==> src/rtl/sr_wp_pkg.sv <==
package sr_wp_pkg;

    typedef enum logic [2:0] {
        OP_NONE  = 3'd0,
        OP_SETEN = 3'd1,
        OP_CLREN = 3'd2,
        OP_RDST  = 3'd3,
        OP_LDST  = 3'd4,
        OP_WRITE = 3'd5
    } op_e;

    typedef struct packed {
        logic       frz;     // status freeze bit (b7)
        logic [1:0] guard;   // block-protect field (b3:b2)
        logic       wen;     // write-enable latch (b1)
        logic       permit;  // registered write grant
    } ctl_s;

endpackage

==> src/rtl/sr_wp_region.sv <==
module sr_wp_region #(
    parameter int ADDR_W = 15
) (
    input  logic [1:0]        guard,
    input  logic [ADDR_W-1:0] addr,
    output logic              blocked
);
    localparam int TOP = ADDR_W - 1;

    always_comb begin
        case (guard)
            2'b00:   blocked = 1'b0;
            2'b01:   blocked = addr[TOP] & addr[TOP-1];
            2'b10:   blocked = addr[TOP];
            default: blocked = 1'b1;
        endcase
    end
endmodule

==> src/rtl/sr_wp_timer.sv <==
module sr_wp_timer #(
    parameter int CYCLES = 1000
) (
    input  logic clk,
    input  logic rst_n,
    input  logic start,
    output logic busy,
    output logic done
);
    localparam int CW = $clog2(CYCLES + 1);
    localparam logic [CW-1:0] LOAD = CW'(CYCLES - 1);

    typedef struct packed {
        logic          busy;
        logic [CW-1:0] cnt;
    } tmr_s;

    tmr_s tmr_d, tmr_q;

    always_comb begin
        tmr_d = tmr_q;
        if (start && !tmr_q.busy) begin
            tmr_d.busy = 1'b1;
            tmr_d.cnt  = LOAD;
        end else if (tmr_q.busy) begin
            if (tmr_q.cnt == '0) tmr_d.busy = 1'b0;
            else                 tmr_d.cnt  = tmr_q.cnt - 1'b1;
        end
    end

    always_ff @(posedge clk or negedge rst_n) begin
        if (!rst_n) tmr_q <= '0;
        else        tmr_q <= tmr_d;
    end

    assign busy = tmr_q.busy;
    assign done = tmr_q.busy && (tmr_q.cnt == '0);
endmodule

==> src/rtl/sr_wp_ctrl.sv <==
module sr_wp_ctrl #(
    parameter int ADDR_W    = 15,
    parameter int WR_CYCLES = 1000
) (
    input  logic              clk,
    input  logic              rst_n,
    input  logic              cmd_valid,
    input  logic [2:0]        cmd_op,
    input  logic [7:0]        cmd_wdata,
    input  logic [ADDR_W-1:0] cmd_addr,
    input  logic              wp_n,
    output logic              wr_permit,
    output logic [7:0]        status
);
    import sr_wp_pkg::*;

    ctl_s ctl_d, ctl_q;
    logic blocked, busy, done, start, frozen;
    op_e  op;

    assign op     = op_e'(cmd_op);
    assign frozen = ctl_q.frz & ~wp_n;

    sr_wp_region #(.ADDR_W(ADDR_W)) u_region (
        .guard   (ctl_q.guard),
        .addr    (cmd_addr),
        .blocked (blocked)
    );

    sr_wp_timer #(.CYCLES(WR_CYCLES)) u_timer (
        .clk   (clk),
        .rst_n (rst_n),
        .start (start),
        .busy  (busy),
        .done  (done)
    );

    always_comb begin
        ctl_d        = ctl_q;
        ctl_d.permit = 1'b0;
        start        = 1'b0;
        if (done) ctl_d.wen = 1'b0;
        if (cmd_valid && !busy) begin
            case (op)
                OP_SETEN: ctl_d.wen = 1'b1;
                OP_CLREN: ctl_d.wen = 1'b0;
                OP_LDST: begin
                    if (ctl_q.wen && !frozen) begin
                        ctl_d.frz   = cmd_wdata[7];
                        ctl_d.guard = cmd_wdata[3:2];
                        start       = 1'b1;
                    end else begin
                        ctl_d.wen = 1'b0;
                    end
                end
                OP_WRITE: begin
                    if (ctl_q.wen && !blocked) begin
                        ctl_d.permit = 1'b1;
                        start        = 1'b1;
                    end else begin
                        ctl_d.wen = 1'b0;
                    end
                end
                default: ;
            endcase
        end
    end

    always_ff @(posedge clk or negedge rst_n) begin
        if (!rst_n) ctl_q <= '0;
        else        ctl_q <= ctl_d;
    end

    assign wr_permit = ctl_q.permit;
    assign status    = {ctl_q.frz, 3'b000, ctl_q.guard, ctl_q.wen, busy};
endmodule

==> config.mk <==
export PLATFORM = sky130hd
export DESIGN_NAME = sr_wp_ctrl
export DESIGN_NICKNAME = d
export VERILOG_FILES = /design/src/rtl/sr_wp_pkg.sv /design/src/rtl/sr_wp_region.sv /design/src/rtl/sr_wp_timer.sv /design/src/rtl/sr_wp_ctrl.sv
export SDC_FILE = /design/constraint.sdc
export NUM_CORES = 1
export LEC_CHECK = 0
export ABC_AREA = 1
export BUFFER_PORTS_ARGS = -buffer_cell sky130_fd_sc_hd__buf_2
export CAP_MARGIN = 20
export CORE_ASPECT_RATIO = 0.6
export CORE_UTILIZATION = 40
export DETAILED_ROUTE_END_ITERATION = 10
export PLACE_DENSITY = 0.68
export SLEW_MARGIN = 25
export SYNTH_ARGS = -nofsm -noshare
export SYNTH_HDL_FRONTEND = slang
export SYNTH_SLANG_ARGS = --single-unit
==> constraint.sdc <==
create_clock -name clk -period 1.7 [get_ports clk]
set_input_delay 0.255 -clock clk [delete_from_list [all_inputs] [get_ports clk]]
set_output_delay 0.255 -clock clk [all_outputs]
set_load 0.01 [all_outputs]
# Word level (Yosys, flattened, before mapping)
# Cells that the tools add are included.
# totals
register_bits	16
inputBits	30
out_inout_bits	9
elab_cells	45
# op_classes
n_addsub	1
eq_ne	7
n_mux	15
bitwise_logic	3
reduce_logical	13
# op_table
operator	n
11-bit 2-to-1 mux	2
10-bit logical NOT	1
10-bit 2-to-1 mux	1
10-bit by 1-bit subtractor with 10-bit output, second input constant	1
1-bit 2-to-1 mux	8
3-bit == test, second input constant	2
1-bit logical AND	5
1-bit one-hot mux with 4 select lines	1
3-bit by 1-bit == test with 1-bit output, second input constant	1
3-bit by 2-bit == test with 1-bit output, second input constant	1
1-bit logical NOT	3
1-bit one-hot mux with 3 select lines	1
3-bit AND reduction	1
1-bit bitwise AND	2
2-bit by 1-bit == test with 1-bit output, second input constant	1
2-bit == test, second input constant	1
2-bit logical NOT	1
2-bit 2-to-1 mux	1
2-bit by 1-bit inequality test with 1-bit output, second input constant	1
1-bit one-hot mux with 2 select lines	1
2-bit AND reduction	1
2-bit nonzero test	1
1-bit NOT	1

# Logic depth before layout (Yosys ltp)
# Gate-level depths: netlist of the first run.
# depth
word_depth	10
mapped_depth	10
mapped_depth_nobuf	10

# Modules after synthesis
# A second synthesis of the first run with hierarchy kept.
# unflattened
hier_cells	148
area_unflattened_um2	1088.5
# by_module_without_submodules
mod	n_inst	cells_per_inst	area_each_um2
sr_wp_timer	1	100	720.7
sr_wp_ctrl	1	45	354.1
sr_wp_region	1	3	13.8

# Least setup slack after synthesis of the first run
# No wires, ideal clock.
# synth_path
path_kind	register -> register
start	reg u_timer.tmr_q[0] (netlist bit)
end	reg u_timer.tmr_q[6] (netlist bit)
arrival_ns	1.237
required_ns	1.573
setup_slack_ns	0.336
path_stages_with_launch	8
path_buffers	1
cell_sequence	dfrtp_1 inv_1 ha_1 nand3_2 o21ai_2 buf_6 nor3_1 nand3b_1
# synth_via
elab_chain_len	4
# synth_lines
item	line	source
start: declaration	sr_wp_timer.sv:18	tmr_s tmr_d, tmr_q;
start signal: assignment	sr_wp_timer.sv:33	else tmr_q <= tmr_d;
10-bit by 1-bit subtractor with 10-bit output	sr_wp_timer.sv:27	else tmr_d.cnt = tmr_q.cnt - 1'b1;
10-bit 2-to-1 mux	sr_wp_timer.sv:26	if (tmr_q.cnt == '0) tmr_d.busy = 1'b0;
11-bit 2-to-1 mux	sr_wp_timer.sv:25	end else if (tmr_q.busy) begin
11-bit 2-to-1 mux	sr_wp_timer.sv:22	if (start && !tmr_q.busy) begin
# Several ways; a longest one is shown, not always the timed one. The select of a mux whose other input is x is not followed.
# A chain may end at the register's enable or synchronous reset.

# Final worst setup path of the first run
# layout_path
start	reg u_timer.tmr_q[3] (netlist bit)
end	reg u_timer.tmr_q[7] (netlist bit)
# Same word-level chain as after synthesis.

==> tab_implementation.tex, run 1 <==
\begin{tabular}{lr}
\hline
Metric & Value \\
\hline
\multicolumn{2}{l}{\textbf{Cells and area}} \\
\quad Area of combinational cells with multiple inputs & 493 um\^{}2 \\
\quad Number of nets at the end of the flow & 182 \\
\quad Layout cell share with drive strength beyond 1 & 0.221 \\
\quad Leading cell type in the layout, fill and taps excluded & sky130\_fd\_sc\_hd\_\_nand2\_1 \\
\quad Reg area & 400 um\^{}2 \\
\quad Area delta synth->final & 16.8\% \\
\quad Commonest non-fill, non-tap cells in the layout & 35 x sky130\_fd\_sc\_hd\_\_nand2\_1, 18 x sky130\_fd\_sc\_hd\_\_nand3\_1, 17 x sky130\_fd\_sc\_hd\_\_buf\_2 \\
\quad Antenna diode count & 0 \\
\quad Number of fillers in the final layout & 213 \\
\multicolumn{2}{l}{\textbf{Place}} \\
\quad Total half-perimeter wirelength after legalization and detailed placement & 1.68 mm \\
\quad Global placement routability congestion & 0.827 \\
\quad Worst Setup Slack post-DPL & 0.225 ns \\
\quad PortBufs & 17 \\
\multicolumn{2}{l}{\textbf{Worst hold path}} \\
\quad Hold path cells & 2 \\
\quad Hold WC Path Type & input port to flip-flop \\
\multicolumn{2}{l}{\textbf{GRT}} \\
\quad Met2 demand-to-capacity share in global routing & 0.314 \\
\quad Number of antenna violations at the first check in global routing & 0 \\
\quad Pin count of the biggest net entering global routing & 17 \\
\quad Global Route Usage Sum & 0.184 \\
\quad Met3 Use GR & 0.0682 \\
\quad Vias in the first global route & 769 \\
\quad GR peak layer & met2 \\
\quad Global-route wire length before repair & 3.42 mm \\
\quad Remaining global-route overflow & 0 \\
\quad Met1 routing resource usage after global routing & 0.231 \\
\multicolumn{2}{l}{\textbf{Power and ir drop}} \\
\quad Leakage Power & 0.000585 uW \\
\quad Areal power density over the cells & 661 nW/um\^{}2 \\
\quad Peak VDD IR & 413 uV \\
\multicolumn{2}{l}{\textbf{Die}} \\
\quad Num ports & 39 \\
\quad Die width & 66.0 um \\
\quad Die Y-Extent & 40.4 um \\
\quad Effective utilization at floorplan & 0.438 \\
\quad Core Area & 2240 um\^{}2 \\
\quad Core Rows & 13 \\
\quad DIE AREA & 2670 um\^{}2 \\
\multicolumn{2}{l}{\textbf{Critical path}} \\
\quad Critical path class & flip-flop to flip-flop \\
\quad CP Capture Type & flip-flop \\
\quad Critical Path, Cell by Cell & nor2\_2, nand3\_2, o21ai\_2, buf\_4, nand2\_4, nand2\_1, nand2\_1 \\
\quad Standard cell with the maximum stage delay on the critical path & sky130\_fd\_sc\_hd\_\_dfrtp\_1 \\
\quad Delay of the slowest cell on the worst path & 0.43 ns \\
\quad CP dominant cell by count & sky130\_fd\_sc\_hd\_\_nand2\_1 \\
\quad Worst EP arrival & 1.67 ns \\
\quad Max Fanout on Critical Path & 5 \\
\quad Cell depth of the worst flop-to-flop path & 7 \\
\quad Setup crit start kind & flip-flop \\
\quad CP required & 1.85 ns \\
\quad Buffers and inverters on the worst path & 1 \\
\quad Instance count on the critical path & 7 \\
\quad Family with the most delay on the worst path & simple AND/OR/NAND/NOR gates \\
\multicolumn{2}{l}{\textbf{Logic synthesis}} \\
\quad Number of enable-type register cells in the synthesized netlist & 0 \\
\quad Proportion of synthesized flip-flops having asynchronous set or reset & 1.00 \\
\quad Portion of the post-synthesis area used by sequential elements & 0.407 \\
\quad Synth top area share & 0.407 \\
\quad Combined area of all synthesized cells & 983 um\^{}2 \\
\quad Number of distinct library cells after synthesis & 22 \\
\quad Cell accounting for the most synthesized area & sky130\_fd\_sc\_hd\_\_dfrtp\_1 \\
\quad Post-Syn Area per Cell & 7.68 um\^{}2 \\
\quad Leading cell types by total area after synthesis & sky130\_fd\_sc\_hd\_\_dfrtp\_1 41\%, sky130\_fd\_sc\_hd\_\_nand2\_1 13\%, sky130\_fd\_sc\_hd\_\_nand3\_1 9.2\% \\
\quad Count of state elements after synthesis & 16 \\
\quad Mapped Cells & 128 \\
\quad Number of warnings issued by yosys & 0 \\
\quad Most common flop cell mapped by yosys & sky130\_fd\_sc\_hd\_\_dfrtp\_1 \\
\multicolumn{2}{l}{\textbf{STA}} \\
\quad Unrepaired setup endpoints after global routing & no \\
\quad Clock Skews & 0.00691 ns \\
\quad Max-slew violation count & 0 \\
\quad Number of endpoints failing setup at the final stage & 0 \\
\quad Number of endpoints with negative hold slack in the final report & 0 \\
\quad Highest achievable clock rate & 657 MHz \\
\quad Total negative slack for setup checks & 0 ns \\
\quad Worst Setup Slack, final & 0.178 ns \\
\quad Shortest period the worst path allows & 1.52 ns \\
\quad Share of the clock period used by the worst path & 0.895 \\
\multicolumn{2}{l}{\textbf{Route}} \\
\quad Routed wirelength normalized by instance count & 12.2 um \\
\quad Ratio of routed vias to standard cells & 5.06 \\
\quad Post-route antenna net violation count & 0 \\
\quad DR DRC count & 0 \\
\quad Total wire length after detailed routing & 2.18 mm \\
\quad 1st-pass router iterations & 4 \\
\quad Number of DRC markers after the initial detailed-route iteration & 44 \\
\quad Total vias in the final route & 905 \\
\multicolumn{2}{l}{\textbf{Outcome}} \\
\quad Status & finished clean \\
\multicolumn{2}{l}{\textbf{Clocking}} \\
\quad Total of cells resized after clock tree synthesis & 0 \\
\quad Sinks on the clock net & 16 \\
\quad Clock tree buffer depth & 2 \\
\quad Clock Pin Slew Worst Setup and Hold Paths & 0.07 ns \\
\quad Root Buffer & sky130\_fd\_sc\_hd\_\_clkbuf\_8 \\
\quad Num CTS Buffers & 3 \\
\quad TritonCTS clock tree & done \\
\quad Number of H-tree levels & 1 \\
\quad Clock latency reported for the late side of the worst-skew pair & 0.26 ns \\
\multicolumn{2}{l}{\textbf{Run}} \\
\quad Max-capacitance violation count & 0 \\
\hline
\end{tabular}
[Yosys cell counts (2+ instances only)]
library cell,instances
sky130_fd_sc_hd__nand3b_1,3
sky130_fd_sc_hd__nand3_1,18
sky130_fd_sc_hd__o21ai_0,3
sky130_fd_sc_hd__a21oi_1,2
sky130_fd_sc_hd__nor2_1,14
sky130_fd_sc_hd__ha_1,2
sky130_fd_sc_hd__buf_4,4
sky130_fd_sc_hd__dfrtp_1,16
sky130_fd_sc_hd__inv_1,12
sky130_fd_sc_hd__mux2_2,3
sky130_fd_sc_hd__nand2_1,35
sky130_fd_sc_hd__nor3_1,3
sky130_fd_sc_hd__xor2_1,3
sky130_fd_sc_hd__buf_6,2
[cell families (layout without fill, tap and decap cells)]
logic type      count (synthesis)  in the layout  synth area share
buf+inv                        18             37            0.0992
fa+ha+maj                       2              2            0.0254
simple gates                   78             78             0.361
mux                             3              3            0.0343
compound gates                  7              7            0.0420
flops                          16             16             0.407
xor+xnor                        3              3            0.0267
other cells                     1              3           0.00381
[metrics by stage]
step	instances	utilization	cell area (um^2)	hold WS [ns]	power, uW
floorplan	130	-	991	-0.0406	402
global placement	174	0.483	1080	0.191	417
detailed placement	174	0.483	1080	0.192	419
CTS	179	0.512	1150	0.235	764
global route	179	0.512	1150	0.232	784
finish	179	0.512	1150	0.235	759
[power by group]
part	total (uW)	internal (uW)	switching [uW]
logic	32.7	12.4	20.3
registers	381	381	0
clock network	345	206	139
total	759	599	160
[cell type report]
class / instances / share of cell area
multi-input cells: 96 / 0.429
repair buffers: 21 / 0.102
flip-flops and latches: 16 / 0.349
inverters: 12 / 0.0392
clock buffers: 4 / 0.0479
well taps: 30 / 0.0327
[registers in the layout, summed over array words and instances (netlist names)]
signal,cells
status,4
u_timer.tmr_q,10
wr_permit,1
u_timer.busy,1
[layer usage]
layer  vias up  share of wire
met5         -              0
met4         0         0.0078
met3         3          0.061
met2        27           0.45
met1       430           0.49
li1        445              -
[final timing paths]
kind                                              start                      endpoint  slack, ns
max                        u_timer.tmr_q[3]$_DFFE_PN0P_  u_timer.tmr_q[7]$_DFFE_PN0P_       0.18
max reg2reg                u_timer.tmr_q[3]$_DFFE_PN0P_  u_timer.tmr_q[7]$_DFFE_PN0P_       0.18
min in group asynchronous                         rst_n  u_timer.tmr_q[0]$_DFFE_PN0P_       0.45
min reg2reg                u_timer.tmr_q[5]$_DFFE_PN0P_  u_timer.tmr_q[5]$_DFFE_PN0P_       0.53
min                                        cmd_wdata[7]         status[7]$_DFFE_PN0P_       0.24
max in group asynchronous                         rst_n  u_timer.tmr_q[7]$_DFFE_PN0P_       0.97
[timing repair]
item	in CTS	in global routing
buffers inserted	0	0
hold endpoints to repair	16	0
hold buffers	1	0
Note: power is estimated with default switching activity, not from simulation.
==> inputs of run 2 (changes only) <==
Settings changed: RECOVER_POWER set to 50.
==> run 2 against run 1 <==
Clock skew about the same. Design area decreased by 0.33%. Wire length about the same. Sequential share of layout area increased by 0.11 points. Global-route usage unchanged. Non-clock buffer count unchanged. First-iteration DRC count increased by 30%. Critical path depth unchanged. Setup slack about the same. Total power about the same.
==> tab_implementation.tex, run 2 (same netlist as run 1, synthesis figures left out) <==
\begin{tabular}{lr}
\hline
Metric & Value \\
\hline
\multicolumn{2}{l}{\textbf{Power and ir drop}} \\
\quad Peak VDD IR & 413 uV (about the same) \\
\quad Fraction of power consumed by sequential logic & 0.502 (about the same) \\
\quad Sum of internal, switching and leakage power & 758 uW (was 759 uW) \\
\quad Combinational power share & 0.043 (about the same) \\
\quad Leakage Power & 0.000574 uW (was 0.000585 uW) \\
\quad Areal power density over the cells & 662 nW/um\^{}2 (was 661 nW/um\^{}2) \\
\quad Internal power & 599 uW (about the same) \\
\quad Switching Share & 0.210 (about the same) \\
\quad Switching pwr & 160 uW (about the same) \\
\quad Fraction of power consumed by the clock network & 0.455 (about the same) \\
\multicolumn{2}{l}{\textbf{Cells and area}} \\
\quad Number of nets at the end of the flow & 182 (unchanged) \\
\quad Leading cell type in the layout, fill and taps excluded & sky130\_fd\_sc\_hd\_\_nand2\_1 (unchanged) \\
\quad Flip-flop count of the largest register after layout & 10 (unchanged) \\
\quad Number of fillers in the final layout & 215 (was 213) \\
\quad Post-route cell area & 1140 um\^{}2 (was 1150 um\^{}2) \\
\quad Area delta synth->final & 16.4\% (was 16.8\%) \\
\quad Antenna diode count & 0 (unchanged) \\
\quad Reg area & 400 um\^{}2 (unchanged) \\
\quad Register with the highest flop count & u\_timer.tmr\_q (unchanged) \\
\quad Area of combinational cells with multiple inputs & 493 um\^{}2 (unchanged) \\
\quad Layout cell share with drive strength beyond 1 & 0.201 (was 0.221) \\
\quad Commonest non-fill, non-tap cells in the layout & 35 x sky130\_fd\_sc\_hd\_\_nand2\_1, 18 x sky130\_fd\_sc\_hd\_\_nand3\_1, 16 x sky130\_fd\_sc\_hd\_\_dfrtp\_1 (was 35 x sky130\_fd\_sc\_hd\_\_nand2\_1, 18 x sky130\_fd\_sc\_hd\_\_nand3\_1, 17 x sky130\_fd\_sc\_hd\_\_buf\_2) \\
\multicolumn{2}{l}{\textbf{Critical path}} \\
\quad Flop-to-flop setup slack & 0.18 ns (about the same) \\
\quad Setup crit start kind & flip-flop (unchanged) \\
\quad Critical Path, Cell by Cell & nor2\_2, nand3\_2, o21ai\_2, buf\_4, nand2\_4, nand2\_1, nand2\_1 (unchanged) \\
\quad CP dominant cell by count & sky130\_fd\_sc\_hd\_\_nand2\_1 (unchanged) \\
\quad Family with the most delay on the worst path & simple AND/OR/NAND/NOR gates (unchanged) \\
\quad Worst EP arrival & 1.67 ns (about the same) \\
\quad Max Fanout on Critical Path & 5 (unchanged) \\
\quad Delay of the slowest cell on the worst path & 0.43 ns (about the same) \\
\quad Critical path class & flip-flop to flip-flop (unchanged) \\
\quad CP required & 1.85 ns (about the same) \\
\quad CP Capture Type & flip-flop (unchanged) \\
\quad Buffers and inverters on the worst path & 1 (unchanged) \\
\quad Standard cell with the maximum stage delay on the critical path & sky130\_fd\_sc\_hd\_\_dfrtp\_1 (unchanged) \\
\multicolumn{2}{l}{\textbf{STA}} \\
\quad Unrepaired setup endpoints after global routing & no (unchanged) \\
\quad Share of the clock period used by the worst path & 0.895 (about the same) \\
\quad Number of endpoints with negative hold slack in the final report & 0 (unchanged) \\
\quad Clock Skews & 0.00693 ns (was 0.00691 ns) \\
\quad Total negative slack for setup checks & 0 ns (unchanged) \\
\quad Worst Setup Slack, final & 0.178 ns (about the same) \\
\quad Normalized max-slew margin & 0.391 \\
\quad Shortest period the worst path allows & 1.52 ns (about the same) \\
\quad Highest achievable clock rate & 657 MHz (about the same) \\
\quad Number of endpoints failing setup at the final stage & 0 (unchanged) \\
\quad Max-slew violation count & 0 (unchanged) \\
\quad Transition at the pin with the smallest max-transition slack & 0.914 ns \\
\multicolumn{2}{l}{\textbf{Die}} \\
\quad Num ports & 39 (unchanged) \\
\quad Core Area & 2240 um\^{}2 (unchanged) \\
\quad Die Y-Extent & 40.4 um (unchanged) \\
\quad Core Rows & 13 (unchanged) \\
\quad Die width & 66.0 um (unchanged) \\
\quad DIE AREA & 2670 um\^{}2 (unchanged) \\
\quad Effective utilization at floorplan & 0.438 (unchanged) \\
\multicolumn{2}{l}{\textbf{Route}} \\
\quad Ratio of routed vias to standard cells & 5.06 (about the same) \\
\quad Routed wirelength normalized by instance count & 12.2 um (about the same) \\
\quad Number of DRC markers after the initial detailed-route iteration & 57 (was 44) \\
\quad 1st-pass router iterations & 4 (unchanged) \\
\quad DR DRC count & 0 (unchanged) \\
\quad Post-route antenna net violation count & 0 (unchanged) \\
\quad Total wire length after detailed routing & 2.18 mm (about the same) \\
\quad Total vias in the final route & 906 (was 905) \\
\multicolumn{2}{l}{\textbf{Clocking}} \\
\quad Total of cells resized after clock tree synthesis & 0 (unchanged) \\
\quad Clock latency reported for the late side of the worst-skew pair & 0.26 ns (about the same) \\
\quad Clock tree buffer depth & 2 (unchanged) \\
\quad Sinks on the clock net & 16 (unchanged) \\
\quad TritonCTS clock tree & done (unchanged) \\
\quad Setup fix buffers added after clock tree synthesis & 0 (unchanged) \\
\quad Num CTS Buffers & 3 (unchanged) \\
\quad Clock Pin Slew Worst Setup and Hold Paths & 0.07 ns (about the same) \\
\quad Number of H-tree levels & 1 (unchanged) \\
\quad Root Buffer & sky130\_fd\_sc\_hd\_\_clkbuf\_8 (unchanged) \\
\quad CTS Hold Buffers Added & 1 (unchanged) \\
\multicolumn{2}{l}{\textbf{Place}} \\
\quad PortBufs & 17 (unchanged) \\
\quad Cell area after placement & 1080 um\^{}2 (unchanged) \\
\quad Worst Setup Slack post-DPL & 0.225 ns (unchanged) \\
\quad Total half-perimeter wirelength after legalization and detailed placement & 1.68 mm (unchanged) \\
\quad Global placement routability congestion & 0.827 (unchanged) \\
\multicolumn{2}{l}{\textbf{GRT}} \\
\quad Pin count of the biggest net entering global routing & 17 (unchanged) \\
\quad Global Route Usage Sum & 0.184 (unchanged) \\
\quad Global-route wire length before repair & 3.42 mm (unchanged) \\
\quad Vias in the first global route & 769 (unchanged) \\
\quad Remaining global-route overflow & 0 (unchanged) \\
\quad Number of antenna violations at the first check in global routing & 0 (unchanged) \\
\multicolumn{2}{l}{\textbf{Run}} \\
\quad Max-capacitance violation count & 0 (unchanged) \\
\multicolumn{2}{l}{\textbf{Worst hold path}} \\
\quad Hold WC Path Type & input port to flip-flop (unchanged) \\
\multicolumn{2}{l}{\textbf{Outcome}} \\
\quad Status & finished clean (unchanged) \\
\hline
\end{tabular}
[run 2: cell count changes in the layout (fill, tap and decap cells not counted)]
cell | before | now
sky130_fd_sc_hd__buf_2 | 17 | 14
sky130_fd_sc_hd__clkbuf_1 | 0 | 3
[run 2: area by class of cell]
| type | count | area share |
|---|---|---|
| clock buffer | 4 | 0.0481 |
| tap | 30 | 0.0328 |
| timing repair buffer | 21 | 0.0995 |
| multi-input combinational | 96 | 0.431 |
| sequential | 16 | 0.350 |
| inverter | 12 | 0.0393 |
[run 2: per-layer routing]
layer	track usage	share of wire
met1	0.231	0.49
met2	0.314	0.45
met3	0.0682	0.056
met4	0.0319	0.0078
met5	0	0
[run 2: path summary, 6_finish.rpt]
path | from | cells past startpoint | end
setup / recovery | u_timer.tmr_q[3]$_DFFE_PN0P_ | 7 | u_timer.tmr_q[7]$_DFFE_PN0P_
hold / removal | cmd_wdata[7] | 2 | status[7]$_DFFE_PN0P_
setup reg to reg | u_timer.tmr_q[3]$_DFFE_PN0P_ | 7 | u_timer.tmr_q[7]$_DFFE_PN0P_
hold reg to reg | u_timer.tmr_q[5]$_DFFE_PN0P_ | 2 | u_timer.tmr_q[5]$_DFFE_PN0P_
max in group asynchronous | rst_n | 2 | u_timer.tmr_q[7]$_DFFE_PN0P_
min in group asynchronous | rst_n | 2 | u_timer.tmr_q[0]$_DFFE_PN0P_
[run 2: worst reg2reg max path: stages (launching register included)]
cell	delay (ns)
sky130_fd_sc_hd__dfrtp_1	0.43
sky130_fd_sc_hd__nor2_2	0.21
sky130_fd_sc_hd__nand3_2	0.11
sky130_fd_sc_hd__o21ai_2	0.24
sky130_fd_sc_hd__buf_4	0.20
sky130_fd_sc_hd__nand2_4	0.07
sky130_fd_sc_hd__nand2_1	0.09
sky130_fd_sc_hd__nand2_1	0.05
[run 2: power groups by stage]
stage	clock network, uW	registers, uW	logic, uW
2_1_floorplan	0	388	13.6
3_3_place_gp	0	388	29.4
3_5_place_dp	0	388	31.1
4_1_cts	351	381	32.8
5_1_grt	366	380	36.9
6_report	345	381	32.3
[run 2: per-stage QoR]
stage                     utilization  hold WS (ns)  instances
after floorplan                     -       -0.0406        130
after global placement          0.483         0.191        174
after detailed placement        0.483         0.192        174
after CTS                       0.512         0.235        179
after global routing            0.510         0.232        179
final                           0.510         0.235        179
